File: src/rtl/pcd_pkg.sv
package pcd_pkg;

   localparam int PARCEL_W  = 16;
   localparam int OPC_W     = 8;
   localparam int RIDX_W    = 4;
   localparam int IMM_W     = 8;
   localparam int BRF_W     = 10;
   localparam int COND_W    = 4;
   localparam int LEN_W     = 3;
   localparam int BR_COND_N = 10;
   localparam int CLS_N     = 8;

   localparam logic [LEN_W-1:0] LEN_SHORT = 3'd2;
   localparam logic [LEN_W-1:0] LEN_LONG  = 3'd6;

   // class bit positions seen by the execute stage
   localparam int CL_NOP    = 0;
   localparam int CL_ALU    = 1;
   localparam int CL_MULDIV = 2;
   localparam int CL_LOAD   = 3;
   localparam int CL_STORE  = 4;
   localparam int CL_BRANCH = 5;
   localparam int CL_FLOW   = 6;
   localparam int CL_SYS    = 7;

   typedef enum logic [1:0] {
      FMT_REG = 2'd0,
      FMT_IMM = 2'd1,
      FMT_BR  = 2'd2,
      FMT_RSV = 2'd3
   } fmt_e;

   typedef struct packed {
      logic             legal;
      logic             long_len;
      logic [CLS_N-1:0] cls;
      logic             we;
      logic             rd;
      logic             wr;
   } attr_t;

   function automatic attr_t mk_attr(input int cls_idx, input logic is_long,
                                     input logic we, input logic rd, input logic wr);
      attr_t a;
      a.legal    = 1'b1;
      a.long_len = is_long;
      a.cls      = CLS_N'(1) << cls_idx;
      a.we       = we;
      a.rd       = rd;
      a.wr       = wr;
      return a;
   endfunction

endpackage

File: src/rtl/pcd_fmt_split.sv
module pcd_fmt_split
   import pcd_pkg::*;
#(
   parameter int XLEN = 32
) (
   input  logic [PARCEL_W-1:0] parcel,
   output fmt_e                fmt,
   output logic [OPC_W-1:0]    opcode,
   output logic [RIDX_W-1:0]   reg_a,
   output logic [RIDX_W-1:0]   reg_b,
   output logic [IMM_W-1:0]    imm8,
   output logic [XLEN-1:0]     br_disp,
   output logic [1:0]          imm_op,
   output logic [COND_W-1:0]   br_cond
);

   localparam int EXT_W = XLEN - BRF_W - 1;

   logic [BRF_W-1:0] br_field;
   logic [XLEN-1:0]  disp_full;

   assign br_field = parcel[BRF_W-1:0];

   // displacement is the field scaled by two; a generate picks whether
   // sign bits are needed above it
   generate
      if (EXT_W > 0) begin : g_sext
         assign disp_full = {{EXT_W{br_field[BRF_W-1]}}, br_field, 1'b0};
      end else begin : g_exact
         assign disp_full = {br_field, 1'b0};
      end
   endgenerate

   always_comb begin
      if (!parcel[15])     fmt = FMT_REG;
      else if (parcel[14]) fmt = FMT_BR;
      else                 fmt = FMT_IMM;

      imm_op  = parcel[13:12];
      br_cond = parcel[13:10];

      opcode  = '0;
      reg_a   = '0;
      reg_b   = '0;
      imm8    = '0;
      br_disp = '0;
      case (fmt)
         FMT_REG: begin
            opcode = parcel[15:8];
            reg_a  = parcel[7:4];
            reg_b  = parcel[3:0];
         end
         FMT_IMM: begin
            opcode = OPC_W'(imm_op);
            reg_a  = parcel[11:8];
            imm8   = parcel[7:0];
         end
         FMT_BR: begin
            opcode  = OPC_W'(br_cond);
            br_disp = disp_full;
         end
         default: ;
      endcase
   end

endmodule

File: src/rtl/pcd_op_table.sv
module pcd_op_table
   import pcd_pkg::*;
(
   input  logic [OPC_W-1:0] opc,
   output attr_t            attr
);

   localparam logic Y = 1'b1;
   localparam logic N = 1'b0;

   // columns: class, trailing word, reg write, mem read, mem write
   always_comb begin
      case (opc)
         8'h00: attr = mk_attr(CL_NOP,    N, N, N, N);
         8'h01: attr = mk_attr(CL_ALU,    Y, Y, N, N);
         8'h02: attr = mk_attr(CL_ALU,    N, Y, N, N);
         8'h03: attr = mk_attr(CL_FLOW,   Y, Y, N, Y);
         8'h04: attr = mk_attr(CL_FLOW,   N, Y, Y, N);
         8'h05: attr = mk_attr(CL_ALU,    N, Y, N, N);
         8'h06: attr = mk_attr(CL_STORE,  N, Y, N, Y);
         8'h07: attr = mk_attr(CL_LOAD,   N, Y, Y, N);
         8'h08: attr = mk_attr(CL_LOAD,   Y, Y, Y, N);
         8'h09: attr = mk_attr(CL_STORE,  Y, N, N, Y);
         8'h0A: attr = mk_attr(CL_LOAD,   N, Y, Y, N);
         8'h0B: attr = mk_attr(CL_STORE,  N, N, N, Y);
         8'h0C: attr = mk_attr(CL_LOAD,   Y, Y, Y, N);
         8'h0D: attr = mk_attr(CL_STORE,  Y, N, N, Y);
         8'h0E: attr = mk_attr(CL_ALU,    N, N, N, N);
         8'h19: attr = mk_attr(CL_FLOW,   N, Y, N, Y);
         8'h1A: attr = mk_attr(CL_FLOW,   Y, N, N, N);
         8'h1B: attr = mk_attr(CL_ALU,    Y, Y, N, N);
         8'h1C: attr = mk_attr(CL_LOAD,   N, Y, Y, N);
         8'h1D: attr = mk_attr(CL_LOAD,   Y, Y, Y, N);
         8'h1E: attr = mk_attr(CL_STORE,  N, N, N, Y);
         8'h1F: attr = mk_attr(CL_STORE,  Y, N, N, Y);
         8'h20: attr = mk_attr(CL_ALU,    Y, Y, N, N);
         8'h21: attr = mk_attr(CL_LOAD,   N, Y, Y, N);
         8'h22: attr = mk_attr(CL_LOAD,   Y, Y, Y, N);
         8'h23: attr = mk_attr(CL_STORE,  N, N, N, Y);
         8'h24: attr = mk_attr(CL_STORE,  Y, N, N, Y);
         8'h25: attr = mk_attr(CL_FLOW,   N, N, N, N);
         8'h26, 8'h27, 8'h28, 8'h29, 8'h2A, 8'h2B, 8'h2C, 8'h2D, 8'h2E:
                attr = mk_attr(CL_ALU,    N, Y, N, N);
         8'h2F, 8'h31, 8'h32, 8'h33, 8'h34:
                attr = mk_attr(CL_MULDIV, N, Y, N, N);
         8'h30: attr = mk_attr(CL_SYS,    Y, N, N, N);
         8'h35: attr = mk_attr(CL_SYS,    N, N, N, N);
         8'h36: attr = mk_attr(CL_LOAD,   Y, Y, Y, N);
         8'h37: attr = mk_attr(CL_STORE,  Y, N, N, Y);
         8'h38: attr = mk_attr(CL_LOAD,   Y, Y, Y, N);
         8'h39: attr = mk_attr(CL_STORE,  Y, N, N, Y);
         default: attr = '0;
      endcase
   end

endmodule

File: src/rtl/pcd_ctrl_merge.sv
module pcd_ctrl_merge
   import pcd_pkg::*;
(
   input  fmt_e              fmt,
   input  attr_t             reg_attr,
   input  logic [1:0]        imm_op,
   input  logic [COND_W-1:0] br_cond,
   output logic              illegal,
   output logic [LEN_W-1:0]  len,
   output logic [CLS_N-1:0]  cls,
   output logic              we,
   output logic              rd,
   output logic              wr
);

   attr_t sel;

   always_comb begin
      case (fmt)
         FMT_REG: sel = reg_attr;
         FMT_IMM: sel = mk_attr(imm_op[1] ? CL_SYS : CL_ALU, 1'b0,
                                (imm_op != 2'd3), 1'b0, 1'b0);
         FMT_BR:  sel = (int'(br_cond) < BR_COND_N) ?
                        mk_attr(CL_BRANCH, 1'b0, 1'b0, 1'b0, 1'b0) : '0;
         default: sel = '0;
      endcase
   end

   // one AND layer silences every side effect of an undefined encoding
   assign illegal = !sel.legal;
   assign len     = (sel.legal && sel.long_len) ? LEN_LONG : LEN_SHORT;
   assign cls     = sel.cls & {CLS_N{sel.legal}};
   assign we      = sel.we  & sel.legal;
   assign rd      = sel.rd  & sel.legal;
   assign wr      = sel.wr  & sel.legal;

endmodule

File: src/rtl/pcd_decoder.sv
module pcd_decoder
   import pcd_pkg::*;
#(
   parameter int XLEN    = 32,
   parameter bit OUT_REG = 1'b1
) (
   input  logic                clk,
   input  logic                rst_n,
   input  logic                in_valid,
   input  logic [PARCEL_W-1:0] in_parcel,
   output logic                out_valid,
   output logic [1:0]          out_fmt,
   output logic [OPC_W-1:0]    out_opcode,
   output logic [RIDX_W-1:0]   out_reg_a,
   output logic [RIDX_W-1:0]   out_reg_b,
   output logic [IMM_W-1:0]    out_imm8,
   output logic [XLEN-1:0]     out_br_disp,
   output logic [LEN_W-1:0]    out_len,
   output logic [LEN_W-1:0]    next_pc_inc,
   output logic                out_illegal,
   output logic [CLS_N-1:0]    out_class,
   output logic                out_reg_we,
   output logic                out_mem_rd,
   output logic                out_mem_wr
);

   generate
      if (XLEN < BRF_W + 2) begin : g_bad_xlen
         $error("pcd_decoder: XLEN too narrow for the branch displacement");
      end
   endgenerate

   fmt_e              d_fmt;
   logic [OPC_W-1:0]  d_opcode;
   logic [RIDX_W-1:0] d_reg_a;
   logic [RIDX_W-1:0] d_reg_b;
   logic [IMM_W-1:0]  d_imm8;
   logic [XLEN-1:0]   d_br_disp;
   logic [1:0]        d_imm_op;
   logic [COND_W-1:0] d_br_cond;
   attr_t             d_attr;
   logic              d_illegal;
   logic [LEN_W-1:0]  d_len;
   logic [CLS_N-1:0]  d_cls;
   logic              d_we;
   logic              d_rd;
   logic              d_wr;

   pcd_fmt_split #(.XLEN(XLEN)) u_split (
      .parcel  (in_parcel),
      .fmt     (d_fmt),
      .opcode  (d_opcode),
      .reg_a   (d_reg_a),
      .reg_b   (d_reg_b),
      .imm8    (d_imm8),
      .br_disp (d_br_disp),
      .imm_op  (d_imm_op),
      .br_cond (d_br_cond)
   );

   pcd_op_table u_table (
      .opc  (in_parcel[15:8]),
      .attr (d_attr)
   );

   pcd_ctrl_merge u_merge (
      .fmt      (d_fmt),
      .reg_attr (d_attr),
      .imm_op   (d_imm_op),
      .br_cond  (d_br_cond),
      .illegal  (d_illegal),
      .len      (d_len),
      .cls      (d_cls),
      .we       (d_we),
      .rd       (d_rd),
      .wr       (d_wr)
   );

   generate
      if (OUT_REG) begin : g_reg
         always_ff @(posedge clk or negedge rst_n) begin
            if (!rst_n) begin
               out_valid   <= 1'b0;
               out_fmt     <= '0;
               out_opcode  <= '0;
               out_reg_a   <= '0;
               out_reg_b   <= '0;
               out_imm8    <= '0;
               out_br_disp <= '0;
               out_len     <= '0;
               next_pc_inc <= '0;
               out_illegal <= 1'b0;
               out_class   <= '0;
               out_reg_we  <= 1'b0;
               out_mem_rd  <= 1'b0;
               out_mem_wr  <= 1'b0;
            end else begin
               out_valid <= in_valid;
               if (in_valid) begin
                  out_fmt     <= d_fmt;
                  out_opcode  <= d_opcode;
                  out_reg_a   <= d_reg_a;
                  out_reg_b   <= d_reg_b;
                  out_imm8    <= d_imm8;
                  out_br_disp <= d_br_disp;
                  out_len     <= d_len;
                  next_pc_inc <= d_len;
                  out_illegal <= d_illegal;
                  out_class   <= d_cls;
                  out_reg_we  <= d_we;
                  out_mem_rd  <= d_rd;
                  out_mem_wr  <= d_wr;
               end
            end
         end

         AST_VALID_DELAY: assert property (@(posedge clk) disable iff (!rst_n)
            $past(rst_n) |-> (out_valid == $past(in_valid)));
         AST_HOLD_IDLE: assert property (@(posedge clk) disable iff (!rst_n)
            ($past(rst_n) && !$past(in_valid)) |->
               $stable({out_fmt, out_opcode, out_reg_a, out_reg_b, out_imm8,
                        out_br_disp, out_len, out_class, out_illegal}));
      end else begin : g_comb
         assign out_valid   = in_valid;
         assign out_fmt     = d_fmt;
         assign out_opcode  = d_opcode;
         assign out_reg_a   = d_reg_a;
         assign out_reg_b   = d_reg_b;
         assign out_imm8    = d_imm8;
         assign out_br_disp = d_br_disp;
         assign out_len     = d_len;
         assign next_pc_inc = d_len;
         assign out_illegal = d_illegal;
         assign out_class   = d_cls;
         assign out_reg_we  = d_we;
         assign out_mem_rd  = d_rd;
         assign out_mem_wr  = d_wr;
      end
   endgenerate

   AST_ILLEGAL_QUIET: assert property (@(posedge clk) disable iff (!rst_n)
      (out_valid && out_illegal) |->
         (out_class == '0 && !out_reg_we && !out_mem_rd && !out_mem_wr));
   AST_CLASS_ONEHOT: assert property (@(posedge clk) disable iff (!rst_n)
      (out_valid && !out_illegal) |-> ($countones(out_class) == 1));
   AST_LEN_PAIR: assert property (@(posedge clk) disable iff (!rst_n)
      out_valid |-> ((out_len == LEN_SHORT || out_len == LEN_LONG) &&
                     next_pc_inc == out_len));
   AST_LONG_REG_ONLY: assert property (@(posedge clk) disable iff (!rst_n)
      (out_valid && out_len == LEN_LONG) |-> (out_fmt == FMT_REG));
   AST_BR_FIELDS: assert property (@(posedge clk) disable iff (!rst_n)
      (out_valid && out_fmt == FMT_BR) |->
         (out_imm8 == '0 && out_reg_a == '0 && out_reg_b == '0));
   AST_MEM_EXCL: assert property (@(posedge clk) disable iff (!rst_n)
      out_valid |-> !(out_mem_rd && out_mem_wr));

endmodule

File: config.mk
export PLATFORM = sky130hd
export DESIGN_NAME = pcd_decoder
export DESIGN_NICKNAME = d
export VERILOG_FILES = /design/src/rtl/pcd_pkg.sv /design/src/rtl/pcd_fmt_split.sv /design/src/rtl/pcd_op_table.sv /design/src/rtl/pcd_ctrl_merge.sv /design/src/rtl/pcd_decoder.sv
export SDC_FILE = /design/constraint.sdc
export NUM_CORES = 1
export LEC_CHECK = 0
export BUFFER_PORTS_ARGS = -buffer_cell sky130_fd_sc_hd__buf_2
export CORE_ASPECT_RATIO = 1.2
export CORE_UTILIZATION = 60
export CTS_CLUSTER_DIAMETER = 60
export DETAILED_ROUTE_END_ITERATION = 8
export PLACE_DENSITY = 0.95
export SYNTH_ARGS = -nofsm -noshare
export SYNTH_HDL_FRONTEND = slang
export SYNTH_HIERARCHICAL = 1
export SYNTH_SLANG_ARGS = --single-unit
File: constraint.sdc
create_clock -name clk -period 1.9 [get_ports clk]
set_input_delay 0.19 -clock clk [delete_from_list [all_inputs] [get_ports clk]]
set_output_delay 0.19 -clock clk [all_outputs]
set_load 0.1 [all_outputs]
==> run_results.csv, run 1 <==
group,metric,value,unit
status,status,"finished clean",
critical_path,endpoint,"out_reg_we",
logic_synthesis,syn_area_per_cell,12.3,sq um
power_and_ir_drop,p_int,0.00309,W
floorplanning,ioPinCount,96,
grt,grt_pass1_vias,3284,
logic_synthesis,synth.yosys.warnings,6,
power_and_ir_drop,vdd_drop_max,0.941,mV
sta,tightest_slew,809,ps
critical_path,crit_slowest_cell,"a311oi_1",
run,maxCapViolations,0,
floorplanning,die_x,82.3,microns
grt,use_met3,5.05,%
cts,clk_latency,340,ps
placement,gp_congestion,0.919,
route,ant_nets,0,
route,dr.pass1.iters,4,
route,avgViaCountPerCell,5.86,
placement,portBuffers,95,
grt,grt_util_met1,33.6,%
sta,layout_min_cycle_time,1650,ps
cts,cts_made_buffers,9,
power_and_ir_drop,p_sw_share,37.7,%
sta,rsz0062_at_grt,"false",
critical_path,path_class,"input pin to register",
sta,fin_setup_tns,0,ps
grt,antenna_found_initial,0,
power_and_ir_drop,power-per-cell-area,941,mW/mm^2
critical_path,cp_data_arrival_time,1940,ps
layout,antenna_cells,0,
cts,clock_sinks,74,
layout,nNetsFinal,487,
sta,period_share,87.1,%
floorplanning,initial_core_util,63.1,%
route,drcViolationCount,0,
cts,htree_num_levels,3,
power_and_ir_drop,power_frac_comb,32.2,%
critical_path,r2r_slack,1100,ps
layout,drive_gt1_share,50.4,%
grt,use_met2,46.5,%
worst_hold_path,hp-class,"input pin to register",
cts,cts_root_buffer,"clkbuf_8",
floorplanning,core_area,0.00736,sq mm
critical_path,cp_cell_sequence,"buf_2, buf_4, ha_1, nor2_1, o211ai_1, o311ai_1, o22ai_1, a21oi_1, a311oi_1, mux2_4",
critical_path,worstSetupStartpoint,"in_parcel[9]",
grt,grt_pass1_wl,16800,microns
route,vias,3270,
critical_path,crit_required,2190,ps
placement,hpwl,7410,microns
sta,clock.fmax,604,MHz
grt,overflow,0,
cts,clk_pin_slew_worst_paths,80,ps
sta,final_max_slew_viol_count,0,
critical_path,path_max_fanout,13,
floorplanning,die_h,98.4,microns
route,routed_wl,10600,microns
critical_path,worst-path-stages,10,
critical_path,reg2reg_to,"out_br_disp[30]",
power_and_ir_drop,power_frac_clock,32.6,%
sta,slew_headroom,46.1,%
critical_path,regToRegStartpoint,"out_br_disp[30]",
layout,area_growth,13.6,%
cts,cts_tree,"built",
cts,clk_path_buf_depth,2,
critical_path,critPathTopFamily,"compound AO/OA/AOI/OAI gates",
floorplanning,die-area,0.00810,sq mm
critical_path,cp-start-kind,"input pin",
grt,grtUsageTotal,27.6,%
critical_path,cp_slowest_stage_delay,310,ps
route,drtIter0Drc,282,
sta,skew,0,ps
floorplanning,rows,34,
grt,grt_max_degree,34,
logic_synthesis,synth_cells,379,
layout,final_util,71.7,%
logic_synthesis,synth_area,0.00465,sq mm
critical_path,path_buf_inv,2,
power_and_ir_drop,power_frac_seq,35.2,%
power_and_ir_drop,p_leak,2.80,nW
critical_path,cp-end-kind,"register",
route,post_drt_wl_per_cell,18.9,microns
power_and_ir_drop,p_sw,0.00187,W
sta,setup_viol,0,
grt,busiest_layer,"met2",
sta,hold_viol_final,0,
sta,fin_hold_ws,217,ps
critical_path,reg2reg_depth,1,
## routing by layer
layer,up-vias,part of all wire [%]
met5,-,0
met4,0,2.8
met3,29,5.4
met2,158,52
met1,1621,40
li1,1462,-
## cell type report
class                           instances  area (sq um)
Clock inverter                          6           138
Multi-Input combinational cell        238          2210
Clock buffer                           10           128
Fill cell                             468          2080
Tap cell                               90           113
Timing Repair Buffer                  133           816
Sequential cell                        74          1850
Inverter                                7          26.3
## layout by cell type (no fill, tap or decap), types with 8 or more instances in the layout
master / instances
a21oi_1: 11
and2_1: 16
and3_1: 8
buf_2: 94
buf_4: 34
clkbuf_8: 9
dfrtp_1: 74
mux2_4: 70
nand2_1: 12
nor2_1: 13
nor2b_1: 8
## tightest hold or removal path: stages
cell	delay [ps]
buf_2	90
and2_1	120
mux2_4	130
## stage by stage
step | total power [W] | area [sq um] | setup slack [ps] | std cells
6_report | 0.00497 | 5280 | 245 | 558
5_1_grt | 0.00512 | 5280 | 168 | 558
4_1_cts | 0.00498 | 5280 | 277 | 558
3_5_place_dp | 0.00336 | 5000 | -76.8 | 541
3_3_place_gp | 0.00333 | 5000 | -34.1 | 541
2_1_floorplan | 0.00311 | 4650 | 53.1 | 380
## power groups by stage
stage / Combinational (W) / Sequential (W) / Clock (W)
CTS: 0.00159 / 0.00175 / 0.00163
global route: 0.00165 / 0.00176 / 0.00170
global placement: 0.00156 / 0.00177 / 0
floorplan: 0.000544 / 0.00256 / 0
finish: 0.00160 / 0.00175 / 0.00162
detailed placement: 0.00159 / 0.00178 / 0
## registers in the layout (all words and copies together), names as in the netlist
name / cells
out_valid: 1
out_fmt: 2
out_imm8: 8
out_reg_we: 1
out_reg_a: 4
out_illegal: 1
out_mem_wr: 1
next_pc_inc: 3
out_class: 8
out_mem_rd: 1
out_opcode: 8
out_reg_b: 4
out_br_disp: 32
## worst min path at each step
stage / startpoint / to / slack [ps] / depth (start not counted)
after floorplan: rst_n / next_pc_inc[0] / -110 / 0
after CTS: in_parcel[0] / out_imm8[0] / 210 / 3
after global routing: in_parcel[0] / out_imm8[0] / 200 / 3
after detailed placement: rst_n / out_br_disp[6] / 150 / 1
final: in_parcel[0] / out_imm8[0] / 220 / 3
after global placement: rst_n / out_br_disp[6] / 140 / 1
## repair_timing
action                                 in CTS  in global routing
buffers inserted                            0                  0
setup endpoints to repair                   0                  0
resized for setup                           0                  0
hold buffers                                1                  0
endpoints found under the hold margin      14                  0
Power figures use the tool's default switching activity.
==> run 2: changes to the inputs <==
--- a/config.mk
+++ b/config.mk
@@ -10,7 +10,9 @@
 export CORE_UTILIZATION = 60
 export CTS_CLUSTER_DIAMETER = 60
 export DETAILED_ROUTE_END_ITERATION = 8
-export PLACE_DENSITY = 0.95
+export PLACE_DENSITY = 0.83
+export REMOVE_ABC_BUFFERS = 1
+export SETUP_SLACK_MARGIN = 0.05
 export SYNTH_ARGS = -nofsm -noshare
 export SYNTH_HDL_FRONTEND = slang
 export SYNTH_HIERARCHICAL = 1
==> run_results.csv, run 2 (synthesized netlist as in run 1, its figures left out) <==
group,metric,value,unit
power_and_ir_drop,vdd_drop_max,0.730,mV
cts,clk_pin_slew_worst_paths,80,ps
route,drcViolationCount,0,
worst_hold_path,worstHoldStart,"in_parcel[7]",
critical_path,cp_data_arrival_time,1870,ps
critical_path,critPathTopFamily,"compound AO/OA/AOI/OAI gates",
placement,portBuffers,95,
power_and_ir_drop,power_frac_clock,28.6,%
layout,antenna_cells,0,
power_and_ir_drop,p_sw_share,39.8,%
critical_path,path_class,"input pin to register",
route,avgViaCountPerCell,5.79,
layout,final_cell_mix,"93 x buf_2, 74 x dfrtp_1, 70 x mux2_4, 32 x buf_4, 16 x and2_1",
sta,final_max_slew_viol_count,0,
critical_path,cp_slowest_stage_delay,340,ps
grt,overflow,0,
layout,largest_reg_flops,32,
power_and_ir_drop,total_power,0.00467,W
critical_path,path_buf_inv,2,
sta,skew,0,ps
sta,layout_min_cycle_time,1580,ps
placement,dpl_cell_area,0.00496,sq mm
layout,nNetsFinal,483,
critical_path,path_max_fanout,8,
cts,clock_sinks,74,
critical_path,reg2reg_to,"out_br_disp[6]",
power_and_ir_drop,p_sw,0.00186,W
floorplanning,rows,34,
cts,cts_root_buffer,"clkbuf_8",
sta,setup_viol,0,
power_and_ir_drop,power_frac_comb,33.9,%
sta,tightest_slew,785,ps
critical_path,cp_cell_sequence,"buf_2, inv_1, ha_1, nor2b_1, o21ai_0, o311ai_1, o22ai_1, a21oi_1, a311oi_1, mux2_4",
grt,antenna_found_initial,0,
layout,area_growth,11.6,%
floorplanning,die_x,82.3,microns
cts,cts_made_buffers,9,
grt,grt_max_degree,52,
route,ant_nets,0,
floorplanning,ioPinCount,96,
worst_hold_path,min_path_cells,3,
sta,hold_viol_final,0,
cts,clk_latency,350,ps
cts,clk_path_buf_depth,2,
placement,gp_congestion,0.847,
cts,cts_tree,"built",
floorplanning,core_area,0.00736,sq mm
layout,final_common_cell,"buf_2",
floorplanning,die_h,98.4,microns
floorplanning,initial_core_util,63.1,%
run,maxCapViolations,0,
route,dr.pass1.iters,4,
cts,cts_resized,0,
layout,final_util,70.5,%
grt,grtUsageTotal,27.0,%
status,status,"finished clean",
layout,drive_gt1_share,50.1,%
power_and_ir_drop,p_int,0.00281,W
power_and_ir_drop,p_leak,2.75,nW
critical_path,cp-end-kind,"register",
route,drtIter0Drc,191,
cts,htree_num_levels,3,
grt,grt_pass1_vias,3237,
sta,period_share,83.3,%
power_and_ir_drop,power_frac_seq,37.5,%
route,routed_wl,10300,microns
placement,hpwl,6900,microns
route,post_drt_wl_per_cell,18.7,microns
sta,slew_headroom,47.7,%
critical_path,r2r_slack,1090,ps
sta,rsz0062_at_grt,"false",
layout,largest_register,"out_br_disp",
sta,fin_hold_ws,210,ps
critical_path,reg2reg_depth,1,
floorplanning,die-area,0.00810,sq mm
sta,clock.fmax,632,MHz
layout,final_area,0.00519,sq mm
route,vias,3204,
critical_path,regToRegStartpoint,"out_br_disp[6]",
critical_path,crit_required,2180,ps
power_and_ir_drop,power-per-cell-area,899,mW/mm^2
critical_path,cp-start-kind,"input pin",
grt,grt_pass1_wl,16500,microns
critical_path,crit_slowest_cell,"ha_1",
worst_hold_path,whs_endpoint,"out_imm8[7]",
worst_hold_path,hp-class,"input pin to register",
sta,fin_setup_tns,0,ps
layout,nFillCells,503,
[run 2: power by group through the flow]
stage / Clock, W / Sequential (W) / Combinational, W
floorplan: 0 / 0.00260 / 0.000338
global placement: 0 / 0.00177 / 0.00155
detailed placement: 0 / 0.00178 / 0.00157
CTS: 0.00136 / 0.00175 / 0.00158
global route: 0.00143 / 0.00176 / 0.00165
finish: 0.00133 / 0.00175 / 0.00158
[run 2: repair_timing]
action / CTS / global route
buffers inserted: 0 / 0
hold buffers: 1 / 0
endpoints found under the hold margin: 50 / 0
[run 2: worst max-delay path by stage]
stage                   startpoint             end  cells after the start
floorplan           next_pc_inc[0]  next_pc_inc[0]                      1
global placement      in_parcel[8]    out_class[2]                     10
global route          in_parcel[9]      out_reg_we                     10
finish                in_parcel[9]      out_reg_we                     10
CTS                   in_parcel[8]      out_mem_wr                     10
detailed placement    in_parcel[8]      out_mem_wr                     10
[run 2: routing by layer]
metal  up-vias  wire length (microns)  track usage (%)
met5         -                      0                0
met2       131                   5110             43.8
met3        19                    619             5.98
li1       1460                      -                -
met4         0                    197             9.58
met1      1594                   4420             34.7
[run 2: stage by stage]
stage	std cells	setup slack (ps)
finish	553	318
global route	553	145
CTS	553	319
detailed placement	537	-49.6
global placement	537	-34.3
floorplan	319	9.38
[run 2: layout make-up]
cell class,instances,area [sq um],area share [%]
multi-input cells,238,2210,42.5
flip-flops and latches,74,1850,35.7
repair buffers,129,776,15.0
clock buffers,9,124,2.39
well taps,90,113,2.17
clock inverters,6,90.1,1.74
inverters,7,26.3,0.507
